<file path="src/rtl/sao_hedge_pkg.sv">
package sao_hedge_pkg;
  localparam int NUM_SLOTS = 5;
  localparam int SLOT_W    = 3;

  typedef logic [SLOT_W-1:0] slot_t;

  // raw edge category (0..4) to offset slot
  function automatic slot_t remap_category(input logic [2:0] raw);
    slot_t s;
    case (raw)
      3'd0:    s = 3'd1;
      3'd1:    s = 3'd2;
      3'd2:    s = 3'd0;
      3'd3:    s = 3'd3;
      3'd4:    s = 3'd4;
      default: s = 3'd0;
    endcase
    return s;
  endfunction
endpackage

</file>
<file path="src/rtl/sao_hedge_scan.sv">
module sao_hedge_scan #(
  parameter int COL_W = 8,
  parameter int ROW_W = 8
) (
  input  logic             clk,
  input  logic             rst_n,
  input  logic             adv,
  input  logic [COL_W-1:0] blk_width,
  input  logic [ROW_W-1:0] blk_height,
  output logic             col_first,
  output logic             col_last,
  output logic             row_last,
  output logic             blk_first
);
  logic [COL_W-1:0] col_q, col_nxt;
  logic [ROW_W-1:0] row_q, row_nxt;

  assign col_first = (col_q == '0);
  assign col_last  = (col_q == blk_width - COL_W'(1));
  assign row_last  = (row_q == blk_height - ROW_W'(1));
  assign blk_first = col_first && (row_q == '0);

  always_comb begin
    col_nxt = col_q;
    row_nxt = row_q;
    if (col_last) begin
      col_nxt = '0;
      row_nxt = row_last ? '0 : row_q + ROW_W'(1);
    end else begin
      col_nxt = col_q + COL_W'(1);
    end
  end

  always_ff @(posedge clk or negedge rst_n) begin
    if (!rst_n) begin
      col_q <= '0;
      row_q <= '0;
    end else if (adv) begin
      col_q <= col_nxt;
      row_q <= row_nxt;
    end
  end
endmodule

</file>
<file path="src/rtl/sao_hedge_classify.sv">
module sao_hedge_classify
  import sao_hedge_pkg::*;
#(
  parameter int PIX_W = 8,
  parameter int FLG_W = 8
) (
  input  logic [PIX_W-1:0] cur,
  input  logic [PIX_W-1:0] left_nb,
  input  logic [PIX_W-1:0] right_nb,
  input  logic             at_first,
  input  logic             at_last,
  input  logic [FLG_W-1:0] flag_left,
  input  logic [FLG_W-1:0] flag_right,
  output logic [2:0]       raw_cat,
  output slot_t            slot
);
  logic gt_l, lt_l, gt_r, lt_r;
  slot_t mapped, mask_l, mask_r;

  assign gt_l = cur > left_nb;
  assign lt_l = cur < left_nb;
  assign gt_r = cur > right_nb;
  assign lt_r = cur < right_nb;

  always_comb begin
    raw_cat = 3'(3'd2 + {2'b00, gt_l} + {2'b00, gt_r} - {2'b00, lt_l} - {2'b00, lt_r});
    mapped  = remap_category(raw_cat);
    mask_l  = at_first ? flag_left[SLOT_W-1:0]  : '1;
    mask_r  = at_last  ? flag_right[SLOT_W-1:0] : '1;
    slot    = mapped & mask_l & mask_r;
  end
endmodule

</file>
<file path="src/rtl/sao_hedge_apply.sv">
module sao_hedge_apply
  import sao_hedge_pkg::*;
#(
  parameter int PIX_W = 8,
  parameter int OFF_W = 8
) (
  input  logic [PIX_W-1:0]           cur,
  input  slot_t                      slot,
  input  logic [NUM_SLOTS*OFF_W-1:0] offsets,
  output logic [PIX_W-1:0]           result
);
  localparam int SUM_W = PIX_W + 2;
  localparam logic signed [SUM_W-1:0] MAX_V = SUM_W'((1 << PIX_W) - 1);

  logic [OFF_W-1:0] off_tab [NUM_SLOTS];
  logic [OFF_W-1:0] off_sel;
  logic signed [SUM_W-1:0] sum;

  for (genvar k = 0; k < NUM_SLOTS; k++) begin : g_unpack
    assign off_tab[k] = offsets[k*OFF_W +: OFF_W];
  end

  always_comb begin
    off_sel = '0;
    for (int k = 0; k < NUM_SLOTS; k++) begin
      if (slot == SLOT_W'(k)) off_sel = off_tab[k];
    end
    sum = $signed({2'b00, cur}) + $signed({{(SUM_W-OFF_W){off_sel[OFF_W-1]}}, off_sel});
    if (sum < 0)          result = '0;
    else if (sum > MAX_V) result = MAX_V[PIX_W-1:0];
    else                  result = sum[PIX_W-1:0];
  end
endmodule

</file>
<file path="src/rtl/sao_hedge_filter.sv">
module sao_hedge_filter
  import sao_hedge_pkg::*;
#(
  parameter int PIX_W = 8,
  parameter int OFF_W = 8,
  parameter int COL_W = 8,
  parameter int ROW_W = 8
) (
  input  logic                       clk,
  input  logic                       rst_n,
  input  logic [COL_W-1:0]           blk_width,
  input  logic [ROW_W-1:0]           blk_height,
  input  logic [7:0]                 avail_left,
  input  logic [7:0]                 avail_right,
  input  logic [NUM_SLOTS*OFF_W-1:0] offsets,
  input  logic [PIX_W-1:0]           top_prev_last,
  input  logic                       in_valid,
  output logic                       in_ready,
  input  logic [PIX_W-1:0]           in_data,
  input  logic [PIX_W-1:0]           row_left,
  input  logic [PIX_W-1:0]           row_right,
  output logic                       out_valid,
  input  logic                       out_ready,
  output logic [PIX_W-1:0]           out_data,
  output logic                       edge_col_valid,
  output logic [PIX_W-1:0]           edge_col_data,
  output logic                       bottom_row_valid,
  output logic [PIX_W-1:0]           bottom_row_data,
  output logic                       corner_valid,
  output logic [PIX_W-1:0]           corner_data
);
  // reset: asynchronous assertion, synchronous release
  logic rst_meta, rst_sync_n;
  always_ff @(posedge clk or negedge rst_n) begin
    if (!rst_n) begin
      rst_meta   <= 1'b0;
      rst_sync_n <= 1'b0;
    end else begin
      rst_meta   <= 1'b1;
      rst_sync_n <= rst_meta;
    end
  end

  // scan position
  logic in_fire, col_first, col_last, row_last, blk_first;
  sao_hedge_scan #(.COL_W(COL_W), .ROW_W(ROW_W)) u_scan (
    .clk, .rst_n(rst_sync_n), .adv(in_fire),
    .blk_width, .blk_height,
    .col_first, .col_last, .row_last, .blk_first
  );

  // held sample (waits for its right neighbour)
  logic             h_valid, h_valid_nxt, h_load;
  logic [PIX_W-1:0] h_cur, h_left, h_rside;
  logic [PIX_W-1:0] h_left_nxt;
  logic             h_first, h_last;
  logic             o_free, finish;
  logic [PIX_W-1:0] nb_right;

  assign o_free   = !out_valid || out_ready;
  assign in_ready = !h_valid || o_free;
  assign in_fire  = in_valid && in_ready;
  assign finish   = h_valid && o_free && (h_last || in_valid);
  assign nb_right = h_last ? h_rside : in_data;

  always_comb begin
    h_load      = in_fire;
    h_left_nxt  = col_first ? row_left : h_cur;
    h_valid_nxt = h_valid;
    if (in_fire)     h_valid_nxt = 1'b1;
    else if (finish) h_valid_nxt = 1'b0;
  end

  always_ff @(posedge clk or negedge rst_sync_n) begin
    if (!rst_sync_n) h_valid <= 1'b0;
    else             h_valid <= h_valid_nxt;
  end

  always_ff @(posedge clk) begin
    if (h_load) begin
      h_cur   <= in_data;
      h_left  <= h_left_nxt;
      h_rside <= row_right;
      h_first <= col_first;
      h_last  <= col_last;
    end
  end

  // classification and offset
  logic [2:0]       cls_raw;
  slot_t            cls_slot;
  logic [PIX_W-1:0] filt;

  sao_hedge_classify #(.PIX_W(PIX_W), .FLG_W(8)) u_cls (
    .cur(h_cur), .left_nb(h_left), .right_nb(nb_right),
    .at_first(h_first), .at_last(h_last),
    .flag_left(avail_left), .flag_right(avail_right),
    .raw_cat(cls_raw), .slot(cls_slot)
  );

  sao_hedge_apply #(.PIX_W(PIX_W), .OFF_W(OFF_W)) u_apply (
    .cur(h_cur), .slot(cls_slot), .offsets, .result(filt)
  );

  // output register
  logic o_valid_nxt;
  always_comb begin
    o_valid_nxt = out_valid;
    if (finish)         o_valid_nxt = 1'b1;
    else if (out_ready) o_valid_nxt = 1'b0;
  end

  always_ff @(posedge clk or negedge rst_sync_n) begin
    if (!rst_sync_n) out_valid <= 1'b0;
    else             out_valid <= o_valid_nxt;
  end

  always_ff @(posedge clk) begin
    if (finish) out_data <= filt;
  end

  // unfiltered side outputs for the following block
  logic ec_nxt, br_nxt, cn_nxt;
  always_comb begin
    ec_nxt = in_fire && col_last;
    br_nxt = in_fire && row_last;
    cn_nxt = in_fire && blk_first;
  end

  always_ff @(posedge clk or negedge rst_sync_n) begin
    if (!rst_sync_n) begin
      edge_col_valid   <= 1'b0;
      bottom_row_valid <= 1'b0;
      corner_valid     <= 1'b0;
    end else begin
      edge_col_valid   <= ec_nxt;
      bottom_row_valid <= br_nxt;
      corner_valid     <= cn_nxt;
    end
  end

  always_ff @(posedge clk) begin
    if (ec_nxt) edge_col_data   <= in_data;
    if (br_nxt) bottom_row_data <= in_data;
    if (cn_nxt) corner_data     <= top_prev_last;
  end

  // assertions
  assert_out_hold_R7: assert property (@(posedge clk) disable iff (!rst_sync_n)
    (out_valid && !out_ready) |=> (out_valid && $stable(out_data)));

  assert_stall_R11: assert property (@(posedge clk) disable iff (!rst_sync_n)
    (h_valid && out_valid && !out_ready) |-> !in_ready);

  assert_mask_left_R5: assert property (@(posedge clk) disable iff (!rst_sync_n)
    (h_valid && h_first && avail_left[2:0] == 3'd0) |-> (cls_slot == 3'd0));

  assert_mask_right_R5: assert property (@(posedge clk) disable iff (!rst_sync_n)
    (h_valid && h_last && avail_right[2:0] == 3'd0) |-> (cls_slot == 3'd0));

  assert_flat_R2: assert property (@(posedge clk) disable iff (!rst_sync_n)
    (h_valid && h_cur == h_left && h_cur == nb_right) |-> (cls_raw == 3'd2 && cls_slot == 3'd0));

  assert_corner_R10: assert property (@(posedge clk) disable iff (!rst_sync_n)
    corner_valid |-> $past(in_valid && in_ready));
endmodule

</file>
<file path="config.mk">
export PLATFORM = sky130hd
export DESIGN_NAME = sao_hedge_filter
export DESIGN_NICKNAME = d
export VERILOG_FILES = /design/src/rtl/sao_hedge_pkg.sv /design/src/rtl/sao_hedge_scan.sv /design/src/rtl/sao_hedge_classify.sv /design/src/rtl/sao_hedge_apply.sv /design/src/rtl/sao_hedge_filter.sv
export SDC_FILE = /design/constraint.sdc
export NUM_CORES = 1
export LEC_CHECK = 0
export BUFFER_PORTS_ARGS = -buffer_cell sky130_fd_sc_hd__buf_2
export CORE_MARGIN = 2
export CORE_UTILIZATION = 47
export DETAILED_ROUTE_END_ITERATION = 6
export GPL_ROUTABILITY_DRIVEN = 0
export PLACE_DENSITY_LB_ADDON = 0.1
export SYNTH_ARGS = -nofsm -noshare
export SYNTH_HDL_FRONTEND = slang
export SYNTH_SLANG_ARGS = --single-unit
</file>
<file path="constraint.sdc">
create_clock -name clk -period 0.8 [get_ports clk]
set_input_delay 0.24 -clock clk [delete_from_list [all_inputs] [get_ports clk]]
set_output_delay 0.24 -clock clk [all_outputs]
set_load 0.05 [all_outputs]
</file>
# Yosys cells after proc, flatten, opt, wreduce, memory -nomap -nowiden

Cells that the tools add are included.

Word-level logic and storage cells: 80
Memory bits (writable): 0
Bits in registers: 81
Input port bits: 108
Output and inout port bits: 37
ROM bits: 0
Memories kept: 0
Latch bits: 0

Reductions and logical operators: 19
Magnitude comparators: 6
Bitwise gates (word level): 2
Multiplexer cells: 17
$mul: 0
Add/subtract/negate cells: 9
Divide/modulo/power cells: 0
Shift-type cells: 0
Equal/unequal tests: 9

Operators by type and width:

| kind                                                           | count |
|---|---|
| 2-to-1 mux 8 bit                                               | 10 |
| adder 8 x 1 -> 8 bit, second input constant                    | 2 |
| == test 8 bit                                                  | 2 |
| greater-than comparator 8 bit                                  | 2 |
| zero test 8 bit                                                | 2 |
| less-than comparator 8 bit                                     | 2 |
| subtractor 8 x 1 -> 8 bit, second input constant               | 2 |
| case mux 3 bit (4 select lines)                                | 1 |
| adder 9 x 8 -> 10 bit                                          | 1 |
| greater-than comparator 10 x 9 -> 1 bit, second input constant | 1 |
| less-than comparator 10 x 1 -> 1 bit, second input constant    | 1 |
| == test 3 x 2 -> 1 bit, second input constant                  | 3 |
| logical AND 1 bit                                              | 7 |
| bitwise AND 3 bit                                              | 2 |
| == test 3 x 1 -> 1 bit, second input constant                  | 2 |
| == test 3 bit, second input constant                           | 2 |
| zero test 3 bit                                                | 2 |
| 2-to-1 mux 3 bit                                               | 2 |
| subtractor 3 x 1 -> 3 bit                                      | 2 |
| 2-to-1 mux 1 bit                                               | 4 |
| nonzero test 2 bit                                             | 2 |
| adder 2 x 1 -> 3 bit, first input constant                     | 1 |
| adder 3 x 1 -> 3 bit                                           | 1 |
| logical OR 1 bit                                               | 3 |
| other kinds (2)                                                | 3 |

# Longest topological paths before layout

Word-level depth: 18
Gate-level depth with buffers: 28
Mapped depth without buffers: 27

# Modules after synthesis

From an unflattened synthesis, not the netlist that was laid out.

Cells, all modules: 440
Area, all modules: 5051.1 sq um

By module, submodules not included:

| module             | seq. area each (sq um) | area an instance (sq um) | cells each | instances |
|---|---|---|---|---|
| sao_hedge_filter   | 1916.8                 | 2250.9                   | 96         | 1 |
| sao_hedge_scan     | 400.4                  | 1437.6                   | 172        | 1 |
| sao_hedge_apply    | 0.0                    | 820.8                    | 101        | 1 |
| sao_hedge_classify | 0.0                    | 541.8                    | 71         | 1 |

# Worst setup path before layout

OpenSTA, ideal clock, no wires.

Kind: flip-flop to flip-flop
Start point: reg h_last
End point: reg out_data[3] (data pin)
Setup time: 0.274 ns
Buffers on the path: 2
Arrival time: 5.748 ns
Period minus slack after synthesis: 6.022 ns
Path slack: -5.222 ns
Stages on the path, launching flop included: 26
Data required time: 0.526 ns
Cell sequence: edfxtp_1 -> buf_2 -> mux2_2 -> ha_1 -> nor2b_1 -> o21ai_0 -> nand2b_1 -> a21oi_1 -> o21ai_0 -> fa_1 -> ha_1 -> ha_1 -> or3b_2 -> nor3_1 -> and2_1 -> clkbuf_1 -> mux2_2 -> ha_1 -> fa_1 -> a211oi_1 -> o21bai_1 -> a31o_2 -> nor2b_1 -> and3_1 -> a31oi_2 -> o211ai_1

Longest elaborated chain between the ends: 18
Elaborated cells between the ends (all ways): 28
Those cells by class: add/sub (4); order compare (4); eq/ne (7); mux (9); bitwise (2); reduce/logical (2)

Ends and longest elaborated chain:

| what                                        | line                     | text |
|---|---|---|
| start: declaration                          | sao_hedge_filter.sv:56   | `logic h_first, h_last;` |
| start signal: assignment                    | sao_hedge_filter.sv:85   | `h_last <= col_last;` |
| 2-to-1 mux 8 bit                            | sao_hedge_filter.sv:64   | `assign nb_right = h_last ? h_rside : in_data;` |
| greater-than comparator 8 bit               | sao_hedge_classify.sv:22 | `assign gt_r = cur > right_nb;` |
| adder 3 x 1 -> 3 bit                        | sao_hedge_classify.sv:26 | `raw_cat = 3'(3'd2 + {2'b00, gt_l} + {2'b00, gt_r} - {2'b00, lt_l} - {2'b00, lt_r});` |
| subtractor 3 x 1 -> 3 bit (2 in series)     | sao_hedge_classify.sv:26 |  |
| == test 3 bit, or another cell as far along | sao_hedge_pkg.sv:10      | `case (raw)` |
| case mux 3 bit (4 select lines)             | sao_hedge_pkg.sv:10      |  |
| bitwise AND 3 bit                           | sao_hedge_classify.sv:30 | `slot = mapped & mask_l & mask_r;` |
| bitwise AND 3 bit (*)                       | sao_hedge_classify.sv:30 |  |
| zero test 3 bit                             | sao_hedge_apply.sv:26    | `if (slot == SLOT_W'(k)) off_sel = off_tab[k];` |
| 2-to-1 mux 8 bit (4 in series)              | sao_hedge_apply.sv:26    |  |
| 2-to-1 mux 8 bit (*)                        | sao_hedge_apply.sv:26    |  |
| adder 9 x 8 -> 10 bit (*)                   | sao_hedge_apply.sv:28    | `sum = $signed({2'b00, cur}) + $signed({{(SUM_W-OFF_W){off_sel[OFF_W-1]}}, off_sel});` |
| greater-than comparator 10 x 9 -> 1 bit     | sao_hedge_apply.sv:30    | `else if (sum > MAX_V) result = MAX_V[PIX_W-1:0];` |
| 2-to-1 mux 8 bit                            | sao_hedge_apply.sv:30    |  |
| end signal: assignment                      | sao_hedge_filter.sv:119  | `if (finish) out_data <= filt;` |
| end: declaration                            | sao_hedge_filter.sv:24   | `output logic [PIX_W-1:0] out_data,` |

Mark *: on every way between the ends. The rest lies on a longest branch, timed or not.
A chain may end at the register's enable or synchronous reset.

# Worst setup path after layout

Ends and elaborated chain as after synthesis.

==> impl_metrics.ini <==
[status]
outcome = finished, violations left
failed_checks = negative setup slack

[route]
wl_met3_microns = 813
vias_per_cell = 5.33
drt-initial-drc-count = 221
highest_layer = met4
dr_wl_met2_microns = 9010
postRouteAntennaNets = 0
met1_length_microns = 5760
drt-total-wl_microns = 16000
firstDrtPassIters = 4
drc_errors = 0
vias = 4759
wire_per_inst_microns = 17.9

[worst_setup_path]
worstPathMaxFanout = 5
cp.arrival_ns = 5.81
crit_path_max_incr_delay_ns = 0.50
cp_slowest_cell = fa_1
crit_type = reg -> reg
crit_required_ns = 0.91
crit_path_end_kind = flip-flop
start_kind = flip-flop

[global_route]
antenna_found_initial = 0
grt_max_degree = 22
first_global_vias = 5011
grt_pass1_wl_microns = 23600
grt-ovfl-total = 0
grt_usage_pct = 26.6

[floorplan]
io_pins = 145
die_w_microns = 107
initial_core_util_pct = 48.1
rows = 37
die-area_sq_mm = 0.0113
chipHeight_microns = 107
core_area_sq_mm = 0.0103

[clocking]
cts_buffers = 9
clkTransAtPathRegs_ns = 0.09
htreeDepth = 3
clock-root-buffer = clkbuf_8
clk-insertion-delay-late_ns = 0.36
cts_max_path_buffers = 2
clock-sinks = 81
cts_tree = yes

[placed_design]
hpwl_microns = 10300
place_area_sq_mm = 0.00705
port_buffers = 134

[yosys]
synthTopCellsByArea = edfxtp_1 (35%), dfrtp_1 (12%), ha_1 (8.6%)
ys_warn_count = 0
synth_top_area_share_pct = 35.3
seq_area_frac_synth_pct = 46.9
ys_ff_latch = 81
post-synth-top-area-cell = edfxtp_1
synth_edf_count = 58
avgSynthCellArea_sq_um = 10.7
syn-cell-area_sq_mm = 0.00494
async_flop_share_pct = 28.4
synthCells = 463
synthFlopType = edfxtp_1
synth_fp_nets = 607
netlist-cell-type-count = 59

[timing]
setup_ws_ns = -4.90
finalSetupViolCount = 134
rsz0062_at_grt = true
max_clock_freq_mhz = 175
hold_viol = 0
layout_worst_path_cycle_share_pct = 713
skew_ns = 0.0112
min_period_ns = 5.70
hold_ws_ns = 0.0498
finalMaxSlewViolations = 0

[cells_and_area]
antenna_cells = 0
design_area_sq_mm = 0.00834
final_common_cell = buf_4
drive_above_1_share_pct = 56.1
final_cell_mix = buf_4 (115), buf_2 (97), buf_6 (60), edfxtp_1 (58), nand2_1 (34)
synthToLayoutAreaGrowth_pct = 68.8
final_nets = 896
fillers = 608

[power_and_ir_drop]
p_leak_nw = 3.70
total_power_mw = 22.6
p_per_area_mw_per_mm2 = 2710
ir_drop_v = 0.00218

[min_path]
hold_class = in -> reg

[run]
max_cap_viol_count = 0
state kept, by name, indices dropped and copies added, names as in the netlist, 8 cells and up:
| register | flops |
|---|---|
| bottom_row_data | 8 |
| corner_data | 8 |
| edge_col_data | 8 |
| h_cur | 8 |
| h_left | 8 |
| h_rside | 8 |
| out_data | 8 |
| u_scan.col_q | 8 |
| u_scan.row_q | 8 |
synth_stat cells (5+ instances only):
library cell / n
mux2i_1: 23
xnor2_1: 19
nor2_1: 17
nor2b_1: 6
dfrtp_1: 23
xor2_1: 13
nand3_1: 11
ha_1: 34
inv_1: 28
nor3_1: 10
a211oi_1: 5
nand4_1: 8
nand2_1: 46
o22ai_1: 11
mux2_2: 8
clkbuf_1: 7
edfxtp_1: 58
nand2b_1: 13
a21o_1: 8
and3_1: 7
a21oi_1: 14
o21ai_0: 32
per-layer routing:
metal,up-vias,GRT usage (%)
met4,0,12.0
li1,2293,-
met2,157,51.2
met1,2279,28.4
met3,30,4.17
met5,-,0
where the power goes:
group / switching [mW] / internal, mW
sequential: 0.372 / 5.34
combinational: 6.92 / 6.89
clock: 1.63 / 1.46
total: 8.93 / 13.7
through the flow:
stage | util [%] | worst slack [ns] | TNS (ns) | std cells
finish | 81.1 | -4.90 | -128.51 | 893
global route | 81.1 | -5.15 | -135.24 | 893
CTS | 78.8 | -4.84 | -123.62 | 885
detailed placement | 68.6 | -4.89 | -123.29 | 843
global placement | 68.6 | -4.78 | -119.57 | 843
floorplan | - | -4.66 | -105.52 | 463
final timing paths:
path,depth (start not counted),to,startpoint,slack [ns]
max,25,out_data[3],h_last,-4.90
min,1,corner_data[0],top_prev_last[0],0.05
max reg2reg,25,out_data[3],h_last,-4.90
min reg2reg,1,corner_valid,rst_sync_n,0.22
max in group asynchronous,1,u_scan.col_q[3],rst_sync_n,0.40
min in group asynchronous,2,rst_sync_n,rst_n,0.21
cell families after synthesis:
kind of cell | Yosys count | synth area share [%]
mux | 32 | 6.76
flops | 81 | 46.9
compound gates | 101 | 13.2
other cells | 1 | 0.0759
xor+xnor | 33 | 6.00
simple gates | 139 | 14.5
buf+inv | 40 | 3.12
fa+ha+maj | 36 | 9.42
cell type report:
cell class / instances / area, sq um / share of cell area, %
Timing Repair Buffer: 286 / 2320 / 27.9
Sequential cell: 81 / 2320 / 27.9
Inverter: 30 / 185 / 2.22
Timing Repair inverter: 1 / 8.76 / 0.105
Clock buffer: 10 / 128 / 1.53
Tap cell: 136 / 170 / 2.04
Multi-Input combinational cell: 343 / 3130 / 37.6
Clock inverter: 6 / 67.6 / 0.810
critical path, delay by kind of cell (launching register included):
| family | cells | cell delay (ns) |
|---|---|---|
| multiplexers | 2 | 0.41 |
| AND/OR/NAND/NOR | 7 | 1.39 |
| flip-flops | 1 | 0.44 |
| adder cells (fa/ha/maj) | 6 | 1.72 |
| buffers and inverters | 1 | 0.16 |
| AO/OA/AOI/OAI | 9 | 1.33 |
timing repair:
| action | CTS | global route |
|---|---|---|
| gates resized for setup | 161 | 45 |
| hold endpoints to repair | 2 | 0 |
| setup endpoints to repair | 134 | 134 |
| buffers inserted | 19 | 15 |
| hold buffers | 1 | 0 |
| cloned | 8 | 0 |
| pin swaps | 47 | 37 |
Power figures use the tool's default switching activity.
